**src/rtl/shaper_pkg.sv**
```systemverilog
package shaper_pkg;

  // Polyphase geometry of the fixed filter.
  localparam int unsigned UPS  = 8;
  localparam int unsigned TAPS = 64;
  localparam int unsigned NSYM = TAPS / UPS;
  localparam int unsigned PH_W = $clog2(UPS);
  localparam int unsigned CF_W = 9;

  typedef logic [1:0] sym_code_t;

  localparam sym_code_t SYM_POS = 2'b01;
  localparam sym_code_t SYM_NEG = 2'b11;

  // Symmetric coefficient set: half-table indexed by distance from centre.
  function automatic logic signed [CF_W-1:0] tap_coef(input int unsigned n);
    int unsigned j;
    if (n >= TAPS / 2) j = n - TAPS / 2;
    else               j = TAPS / 2 - 1 - n;
    case (j)
      0:  tap_coef = 9'sd200;
      1:  tap_coef = 9'sd186;
      2:  tap_coef = 9'sd158;
      3:  tap_coef = 9'sd123;
      4:  tap_coef = 9'sd83;
      5:  tap_coef = 9'sd45;
      6:  tap_coef = 9'sd13;
      7:  tap_coef = -9'sd11;
      8:  tap_coef = -9'sd24;
      9:  tap_coef = -9'sd29;
      10: tap_coef = -9'sd26;
      11: tap_coef = -9'sd18;
      12: tap_coef = -9'sd9;
      13: tap_coef = 9'sd0;
      14: tap_coef = 9'sd5;
      15: tap_coef = 9'sd8;
      16: tap_coef = 9'sd7;
      17: tap_coef = 9'sd4;
      18: tap_coef = 9'sd1;
      19: tap_coef = -9'sd2;
      20: tap_coef = -9'sd3;
      21: tap_coef = -9'sd3;
      22: tap_coef = -9'sd2;
      23: tap_coef = 9'sd0;
      24: tap_coef = 9'sd1;
      25: tap_coef = 9'sd3;
      26: tap_coef = 9'sd3;
      27: tap_coef = 9'sd2;
      28: tap_coef = 9'sd1;
      29: tap_coef = 9'sd0;
      30: tap_coef = -9'sd1;
      31: tap_coef = -9'sd2;
      default: tap_coef = 9'sd0;
    endcase
  endfunction

endpackage

```
**src/rtl/shaper_history.sv**
```systemverilog
module shaper_history
  import shaper_pkg::*;
#(
  parameter int unsigned DEPTH = NSYM
) (
  input  logic                  clk,
  input  logic                  rst_n,
  input  logic                  run,
  input  logic                  sym_stb,
  input  sym_code_t             sym_code,
  output logic [DEPTH-1:0][1:0] hist
);

  logic [DEPTH-1:0][1:0] hist_q;
  logic [DEPTH-1:0][1:0] hist_nxt;

  always_comb begin
    hist_nxt = hist_q;
    if (!run)
      hist_nxt = '0;
    else if (sym_stb)
      hist_nxt = {hist_q[DEPTH-2:0], sym_code};
  end

  always_ff @(posedge clk or negedge rst_n) begin
    if (!rst_n) hist_q <= '0;
    else        hist_q <= hist_nxt;
  end

  assign hist = hist_q;

  // disabled burst leaves an empty history
  assert_hist_clear_R7: assert property (@(posedge clk) disable iff (!rst_n)
    !run |=> (hist_q == '0));

  // newest code enters slot 0, older ones move down one slot
  assert_hist_shift_R2: assert property (@(posedge clk) disable iff (!rst_n)
    (run && sym_stb) |=> (hist_q[0] == $past(sym_code)) && (hist_q[1] == $past(hist_q[0])));

  // without a symbol strobe the history does not move
  assert_hist_hold_R2: assert property (@(posedge clk) disable iff (!rst_n)
    (run && !sym_stb) |=> $stable(hist_q));

endmodule

```
**src/rtl/shaper_phase.sv**
```systemverilog
module shaper_phase
  import shaper_pkg::*;
#(
  parameter int unsigned NPH = UPS,
  localparam int unsigned PW = $clog2(NPH)
) (
  input  logic          clk,
  input  logic          rst_n,
  input  logic          run,
  input  logic          sym_stb,
  input  logic          smp_stb,
  output logic [PW-1:0] phase
);

  logic [PW-1:0] phase_q;
  logic [PW-1:0] phase_nxt;

  always_comb begin
    phase_nxt = phase_q;
    if (!run || sym_stb)
      phase_nxt = '0;
    else if (smp_stb)
      phase_nxt = (32'(phase_q) == NPH - 1) ? '0 : phase_q + 1'b1;
  end

  always_ff @(posedge clk or negedge rst_n) begin
    if (!rst_n) phase_q <= '0;
    else        phase_q <= phase_nxt;
  end

  assign phase = phase_q;

  // a new symbol restarts the sample phase
  assert_phase_restart_R3: assert property (@(posedge clk) disable iff (!rst_n)
    (run && sym_stb) |=> (phase_q == '0));

  // each lone sample strobe steps the phase modulo the ratio
  assert_phase_step_R3: assert property (@(posedge clk) disable iff (!rst_n)
    (run && smp_stb && !sym_stb) |=> (phase_q == PW'((32'($past(phase_q)) + 1) % NPH)));

endmodule

```
**src/rtl/shaper_mac.sv**
```systemverilog
module shaper_mac
  import shaper_pkg::*;
#(
  parameter int unsigned OUT_W = 9,
  parameter int unsigned ACC_W = OUT_W + 4
) (
  input  logic [NSYM-1:0][1:0]     hist,
  input  logic [PH_W-1:0]          phase,
  output logic signed [ACC_W-1:0]  acc,
  output logic signed [OUT_W-1:0]  sat
);

  localparam logic signed [ACC_W-1:0] SAT_HI = ACC_W'(2 ** (OUT_W - 1) - 1);
  localparam logic signed [ACC_W-1:0] SAT_LO = ACC_W'(-(2 ** (OUT_W - 1)));

  logic signed [ACC_W-1:0] term [NSYM];

  // One lane per stored symbol: select the phase tap, then add/sub/skip.
  for (genvar i = 0; i < NSYM; i++) begin : g_lane
    logic signed [CF_W-1:0]  cf;
    logic signed [ACC_W-1:0] cf_x;
    assign cf   = tap_coef(32'(phase) + UPS * i);
    assign cf_x = {{(ACC_W - CF_W){cf[CF_W-1]}}, cf};
    assign term[i] = (hist[i] == SYM_POS) ? cf_x :
                     (hist[i] == SYM_NEG) ? -cf_x : '0;
  end

  always_comb begin
    acc = '0;
    for (int i = 0; i < NSYM; i++)
      acc = acc + term[i];
  end

  always_comb begin
    if (acc > SAT_HI)      sat = SAT_HI[OUT_W-1:0];
    else if (acc < SAT_LO) sat = SAT_LO[OUT_W-1:0];
    else                   sat = acc[OUT_W-1:0];
  end

endmodule

```
**src/rtl/pulse_shaper_x8.sv**
```systemverilog
module pulse_shaper_x8
  import shaper_pkg::*;
#(
  parameter int unsigned OUT_W = 9
) (
  input  logic                    clk,
  input  logic                    rst_n,
  input  logic                    run,
  input  logic                    sym_stb,
  input  logic [1:0]              sym_code,
  input  logic                    smp_stb,
  output logic signed [OUT_W-1:0] smp_out,
  output logic                    smp_vld
);

  localparam int unsigned ACC_W = OUT_W + $clog2(NSYM) + 1;
  localparam logic signed [ACC_W-1:0] LIM_HI = ACC_W'(2 ** (OUT_W - 1) - 1);
  localparam logic signed [ACC_W-1:0] LIM_LO = ACC_W'(-(2 ** (OUT_W - 1)));

  // Reset: asserted asynchronously, released after two clock edges.
  logic rst_meta, rst_sync;
  always_ff @(posedge clk or negedge rst_n) begin
    if (!rst_n) begin
      rst_meta <= 1'b0;
      rst_sync <= 1'b0;
    end else begin
      rst_meta <= 1'b1;
      rst_sync <= rst_meta;
    end
  end

  logic [NSYM-1:0][1:0]     hist;
  logic [PH_W-1:0]          phase;
  logic signed [ACC_W-1:0]  acc;
  logic signed [OUT_W-1:0]  sat;

  shaper_history #(.DEPTH(NSYM)) u_hist (
    .clk      (clk),
    .rst_n    (rst_sync),
    .run      (run),
    .sym_stb  (sym_stb),
    .sym_code (sym_code),
    .hist     (hist)
  );

  shaper_phase #(.NPH(UPS)) u_phase (
    .clk     (clk),
    .rst_n   (rst_sync),
    .run     (run),
    .sym_stb (sym_stb),
    .smp_stb (smp_stb),
    .phase   (phase)
  );

  shaper_mac #(.OUT_W(OUT_W), .ACC_W(ACC_W)) u_mac (
    .hist  (hist),
    .phase (phase),
    .acc   (acc),
    .sat   (sat)
  );

  logic signed [OUT_W-1:0] smp_q, smp_nxt;
  logic                    vld_q, vld_nxt;

  always_comb begin
    smp_nxt = smp_q;
    vld_nxt = smp_stb;
    if (smp_stb)
      smp_nxt = run ? sat : '0;
  end

  always_ff @(posedge clk or negedge rst_sync) begin
    if (!rst_sync) begin
      smp_q <= '0;
      vld_q <= 1'b0;
    end else begin
      smp_q <= smp_nxt;
      vld_q <= vld_nxt;
    end
  end

  assign smp_out = smp_q;
  assign smp_vld = vld_q;

  // the unclipped polyphase sum fits the output word
  assert_no_overflow_R6: assert property (@(posedge clk) disable iff (!rst_sync)
    smp_stb |-> (acc >= LIM_LO && acc <= LIM_HI));

  // valid follows each sample strobe by one cycle
  assert_vld_follows_R8: assert property (@(posedge clk) disable iff (!rst_sync)
    smp_stb |=> smp_vld);

  assert_vld_idle_R8: assert property (@(posedge clk) disable iff (!rst_sync)
    !smp_stb |=> !smp_vld);

  // sample word holds between strobes
  assert_out_hold_R8: assert property (@(posedge clk) disable iff (!rst_sync)
    !smp_stb |=> $stable(smp_out));

  // silenced burst produces zero samples
  assert_quiet_R7: assert property (@(posedge clk) disable iff (!rst_sync)
    (!run && smp_stb) |=> (smp_out == '0));

endmodule

```
**config.mk**
```make
export PLATFORM = sky130hd
export DESIGN_NAME = pulse_shaper_x8
export DESIGN_NICKNAME = d
export VERILOG_FILES = /design/src/rtl/shaper_pkg.sv /design/src/rtl/shaper_history.sv /design/src/rtl/shaper_phase.sv /design/src/rtl/shaper_mac.sv /design/src/rtl/pulse_shaper_x8.sv
export SDC_FILE = /design/constraint.sdc
export NUM_CORES = 1
export LEC_CHECK = 0
export ABC_CLOCK_PERIOD_IN_PS = 2000
export BUFFER_PORTS_ARGS = -buffer_cell sky130_fd_sc_hd__buf_2
export CORE_MARGIN = 2
export CORE_UTILIZATION = 29
export CTS_CLUSTER_SIZE = 8
export DETAILED_ROUTE_END_ITERATION = 8
export SETUP_SLACK_MARGIN = 0.15
export SKIP_LAST_GASP = 1
export SLEW_MARGIN = 20
export SYNTH_ARGS = -nofsm -noshare
export SYNTH_HDL_FRONTEND = slang
export SYNTH_HIERARCHICAL = 1
export SYNTH_SLANG_ARGS = --single-unit
```
**constraint.sdc**
```tcl
create_clock -name clk -period 2 [get_ports clk]
set_clock_uncertainty 0.15 [all_clocks]
set_input_delay 0.2 -clock clk [delete_from_list [all_inputs] [get_ports clk]]
set_output_delay 0.2 -clock clk [all_outputs]
set_load 0.03 [all_outputs]
```
**Word level (Yosys, flattened, before mapping)**

Memories as Yosys holds them, arrays and structs flattened.
Cells that the tools add are included.

- Register bits after elaboration: 31
- Memories: 8
- Input bits: 7
- Logic and storage cells: 139
- Bits in read-only memories: 2304

- Reduce and logical (&&, ||, !) cells: 11
- $lt $le $gt $ge: 10
- $add $sub $neg: 39
- Equality and inequality tests: 18
- Multiplexer cells: 40

Memory list:

| name | words | bits a word | read ports | clocked after memory_dff | wr ports | line | RTL |
|---|---|---|---|---|---|---|---|
| (no name shown) | 32 | 9 | 1 | 0 | 0 | shaper_pkg.sv:20 | `case (j)` |
| (no name shown) | 32 | 9 | 1 | 0 | 0 | shaper_pkg.sv:20 |  |
| (no name shown) | 32 | 9 | 1 | 0 | 0 | shaper_pkg.sv:20 |  |
| (no name shown) | 32 | 9 | 1 | 0 | 0 | shaper_pkg.sv:20 |  |
| (no name shown) | 32 | 9 | 1 | 0 | 0 | shaper_pkg.sv:20 |  |
| (no name shown) | 32 | 9 | 1 | 0 | 0 | shaper_pkg.sv:20 |  |
| +2 memories | n/a | n/a | n/a | n/a | n/a | n/a |  |

Operators with widths:

| kind | count |
|---|---|
| $mux 32 | 8 |
| $ge 32x6->1 const B | 7 |
| $sub 32x6->32 const B | 7 |
| $sub 5x32->32 const A | 7 |
| $logic_not 27->1 | 8 |
| $mux 13 | 16 |
| $neg 13->13 | 8 |
| $mux 9 | 11 |
| $add 13x13->13 | 7 |
| $mux 16 | 2 |
| $add 3x6->7 const B | 4 |
| $eq 2x1->1 const B | 8 |
| $eq 2x2->1 const B | 8 |
| $gt 13x9->1 const B | 1 |
| $lt 13x9->1 const B | 1 |
| $add 3x5->6 const B | 2 |
| $mux 3 | 3 |
| $sub 3x6->7 const B | 1 |
| $ge 3x6->1 const B | 1 |
| $sub 5x3->6 const A | 1 |
| $add 3x4->5 const B | 1 |
| $add 3x1->3 const B | 1 |
| $eq 3x3->1 const B | 1 |
| $ne 2x1->1 const B | 1 |
| 3 further kinds | 3 |

**Longest topological paths before layout**

- Depth in word-level cells: 19
- Depth in mapped cells: 29
- Gate-level depth less buffers: 27

**By module**

The synthesis kept the hierarchy.

Modules (own cells, without submodules):

| module | cells each | area each (um^2) | instances |
|---|---|---|---|
| shaper_mac | 510 | 4105.2 | 1 |
| shaper_history | 51 | 695.7 | 1 |
| pulse_shaper_x8 | 43 | 513.0 | 1 |
| shaper_phase | 13 | 157.7 | 1 |

**Worst setup path after synthesis**

Ideal clock, no wire load.

- Kind: register -> register
- Start: register u_phase.phase_q[2] (netlist: u_phase/phase[2])
- End: register smp_q[6] (netlist: smp_out[6])
- Period minus slack after synthesis: 7.057 ns
- Path slack: -5.057 ns
- Data arrival time: 6.833 ns
- Stages on the path, launching flop included: 27
- Cells stage by stage: dfrtp_1 > buf_2 > buf_1 > buf_1 > clkbuf_1 > a21oi_1 > ha_1 > nor2b_1 > o21ai_0 > and3b_1 > fa_1 > fa_1 > fa_1 > inv_1 > fa_1 > inv_1 > ha_1 > fa_1 > a21oi_1 > o22ai_1 > o221a_1 > o41a_1 > xnor3_2 > a21oi_1 > a311oi_1 > nand3_4 > o21ai_2

- Word-level cells in the longest chain between the ends: 19
- Elaborated cells between the ends (all ways): 99
- Those cells by class: add/sub: 38; order compare: 10; mux: 35; reduce/logical: 8; memory: 8

RTL lines:

| what | line | RTL |
|---|---|---|
| start: declaration | shaper_phase.sv:15 | `logic [PW-1:0] phase_q;` |
| start signal: assignment | shaper_phase.sv:28 | `else phase_q <= phase_nxt;` |
| $add 3x4->5 | shaper_mac.sv:22 | `assign cf = tap_coef(32'(phase) + UPS * i);` |
| $sub 5x32->32, or another cell as far along | shaper_pkg.sv:19 | `else j = TAPS / 2 - 1 - n;` |
| $mux 32 | shaper_pkg.sv:18 | `if (n >= TAPS / 2) j = n - TAPS / 2;` |
| $mem_v2 32x9 or $logic_not 27->1 (tied branches) | n/a |  |
| $mux 9 | shaper_pkg.sv:20 |  |
| $neg 13->13 | shaper_mac.sv:25 | `(hist[i] == SYM_NEG) ? -cf_x : '0;` |
| $mux 13 | shaper_mac.sv:25 |  |
| $mux 13 | shaper_mac.sv:24 | `assign term[i] = (hist[i] == SYM_POS) ? cf_x :` |
| $add 13x13->13 (6 in series) | shaper_mac.sv:31 | `acc = acc + term[i];` |
| $add 13x13->13 (*) | shaper_mac.sv:31 |  |
| $lt 13x9->1 | shaper_mac.sv:36 | `else if (acc < SAT_LO) sat = SAT_LO[OUT_W-1:0];` |
| $mux 9 | shaper_mac.sv:36 |  |
| $mux 9 (*) | shaper_mac.sv:35 | `if (acc > SAT_HI) sat = SAT_HI[OUT_W-1:0];` |
| via sat[6] | pulse_shaper_x8.sv:35 | `logic signed [OUT_W-1:0] sat;` |
| $mux 9 (*) | pulse_shaper_x8.sv:69 | `smp_nxt = run ? sat : '0;` |
| end signal: assignment | pulse_shaper_x8.sv:77 | `smp_q <= smp_nxt;` |
| end: declaration | pulse_shaper_x8.sv:62 | `logic signed [OUT_W-1:0] smp_q, smp_nxt;` |

The timed path passes the listed nets; every way through them passes the cells marked *.
A chain may end at the register's enable or synchronous reset.

**Worst setup path after layout**

- Start: register u_phase.phase_q[1] (netlist: u_phase/phase[1])
- End: register smp_q[3] (netlist: smp_out[3])

The elaborated chain is that of the path after synthesis.

==> results.yml <==
worst_hold_path:
  hold_class: "in -> reg"
layout:
  area_growth_pct: 43.1
  fillers: 1752
  nets: 905
  multiInputGateArea_um2: 4710
  n_antenna_cell: 0
  utilization: 0.421
  drive_above_1_share: 0.411
  regArea_um2: 779
timing:
  rsz0062_at_grt: "yes"
  hold_violations: 0
  fin_crit_sh: 3.16
  holdWs_ns: 0.00557
  setup_viol: 9
  slew_violations: 0
  max_clock_freq_ghz: 0.158
  min_period_ns: 6.32
  finalWorstSetupSlack_ns: -4.32
job:
  drv_cap: 0
cts:
  cts_root_buf: "clkbuf_16"
  cts_buffers: 5
  clock_latency_ns: 0.28
  htree_levels: 2
  cts_tree: "done"
  clk_path_buf_depth: 2
  cts.sinks: 31
  cts.clk_slew.worst_paths_ns: 0.05
global_route:
  antenna_found_initial: 0
  grt_pass1_vias: 4902
  grt_max_degree: 27
  grt_remaining_overflow: 0
  grt_pass1_wl_um: 25200
  grt_use_total: 0.159
power_and_ir_drop:
  p_total_w: 0.00221
  peakVddDrop_uv: 606
  powerDensity_nw_per_um2: 282
  p_leak_nw: 3.75
synth:
  synth_area_um2: 5460
  synth_cells: 615
  synth_warnings: 6
  syn_nets: 726
  syn_area_per_cell_um2: 8.88
critical_path:
  worst-path-max-fanout: 8
  max_stage_delay_ns: 0.55
  cp-end-kind: "register"
  required_ns: 2.01
  cp.arrival_ns: 6.33
  crit_top_cell: "fa_1"
  worstSetupStartpointType: "register"
  worst-setup-path-type: "reg -> reg"
  crit_path_top_delay_cell: "fa_1"
die:
  dieArea_um2: 20000
  initial_core_util: 0.294
  ios: 17
  die_y_um: 141
  num_rows: 50
  dieWidth_um: 141
  core_area_um2: 18600
detailed_routing:
  routed_wl_um: 15600
  dr.pass1.iters: 5
  drtAntennaViolNets: 0
  drt-vias-per-instance: 4.71
  wire_per_inst_um: 15.1
  num_vias: 4842
  remaining_drc_errors: 0
  dr.first_iter.drc_count: 243
placed_design:
  place_congestion: 0.927
  dp_hpwl_um: 12500
  numPortBuffers: 16
run_status:
  violations: "setup timing"
  status: "finished, violations left"
where the power goes:
part           internal, W  total [W]  switching, W
sequential        0.000661   0.000688     0.0000269
combinational     0.000337   0.000730      0.000393
clock             0.000529   0.000790      0.000261
worst max-delay path, delay by kind of cell (launching register included):
kind / cells / cell delay [ns]
XOR/XNOR: 2 / 0.49
buffers and inverters: 4 / 0.40
adder cells (fa/ha/maj): 8 / 2.88
AO/OA/AOI/OAI: 7 / 1.09
flip-flops: 1 / 0.48
AND/OR/NAND/NOR: 5 / 0.71
routing by layer:
| layer | GRT usage | wire length (um) |
|---|---|---|
| met2 | 0.266 | 7500 |
| met4 | 0.0495 | 416 |
| met3 | 0.0108 | 499 |
| met1 | 0.221 | 7160 |
| met5 | 0 | 0 |
placed cells by master (no fill, tap or decap), types with 7 or more instances in the layout:
cell	n
buf_4	156
inv_1	89
fa_1	62
nor2b_1	37
dfrtp_1	28
nand2_1	28
and2_1	23
o21a_1	21
mux2i_1	20
xnor2_1	20
nor2_1	19
buf_2	16
inv_2	16
ha_1	16
ha_4	16
o21ai_0	15
buf_6	14
o21ai_2	13
a21oi_1	13
nand3_1	11
a21oi_2	10
o21ai_1	9
nand2b_1	9
nand2_2	7
xor2_1	7
nor3_1	7
state kept, by name, summed over array words and instances, names as in the netlist:
signal,flops
u_phase/phase,3
rst_sync,1
u_hist/hist,16
smp_out,9
rst_meta,1
smp_vld,1
timing repair:
| item | CTS | global route |
|---|---|---|
| setup buffers | 14 | 11 |
| setup endpoints to repair | 9 | 9 |
| hold endpoints to repair | 2 | 0 |
| gates resized for setup | 64 | 57 |
| pin swaps | 33 | 23 |
| hold buffers | 1 | 0 |
metrics by stage:
| step | setup TNS, ns | cell area [um2] | setup WS [ns] | std cells |
|---|---|---|---|---|
| 2_1_floorplan | -37.63 | 5650 | -4.26 | 615 |
| 3_3_place_gp | -39.45 | 6980 | -4.42 | 995 |
| 3_5_place_dp | -40.02 | 6980 | -4.49 | 995 |
| 4_1_cts | -37.94 | 7500 | -4.27 | 1018 |
| 5_1_grt | -40.94 | 7820 | -4.59 | 1029 |
| 6_report | -38.55 | 7820 | -4.32 | 1029 |
path summary, 6_finish.rpt:
check | cells after the start | startpoint | slack (ns) | to
max reg2reg | 26 | u_phase/phase[1] | -4.32 | smp_out[3]
min in group asynchronous | 0 | rst_sync | 0.03 | smp_out[1]
max in group asynchronous | 1 | rst_sync | 1.20 | u_phase/phase[1]
min reg2reg | 0 | rst_sync | 0.03 | smp_out[1]
max | 26 | u_phase/phase[1] | -4.32 | smp_out[3]
min | 1 | smp_stb | 0.006 | smp_vld
layout make-up:
| class | instances | share of cell area |
|---|---|---|
| Multi-Input combinational cell | 459 | 0.602 |
| Timing Repair Buffer | 190 | 0.189 |
| Sequential cell | 31 | 0.0997 |
| Inverter | 107 | 0.0523 |
| Tap cell | 234 | 0.0374 |
| Clock buffer | 8 | 0.0200 |
(Power assumes the default switching activity.)
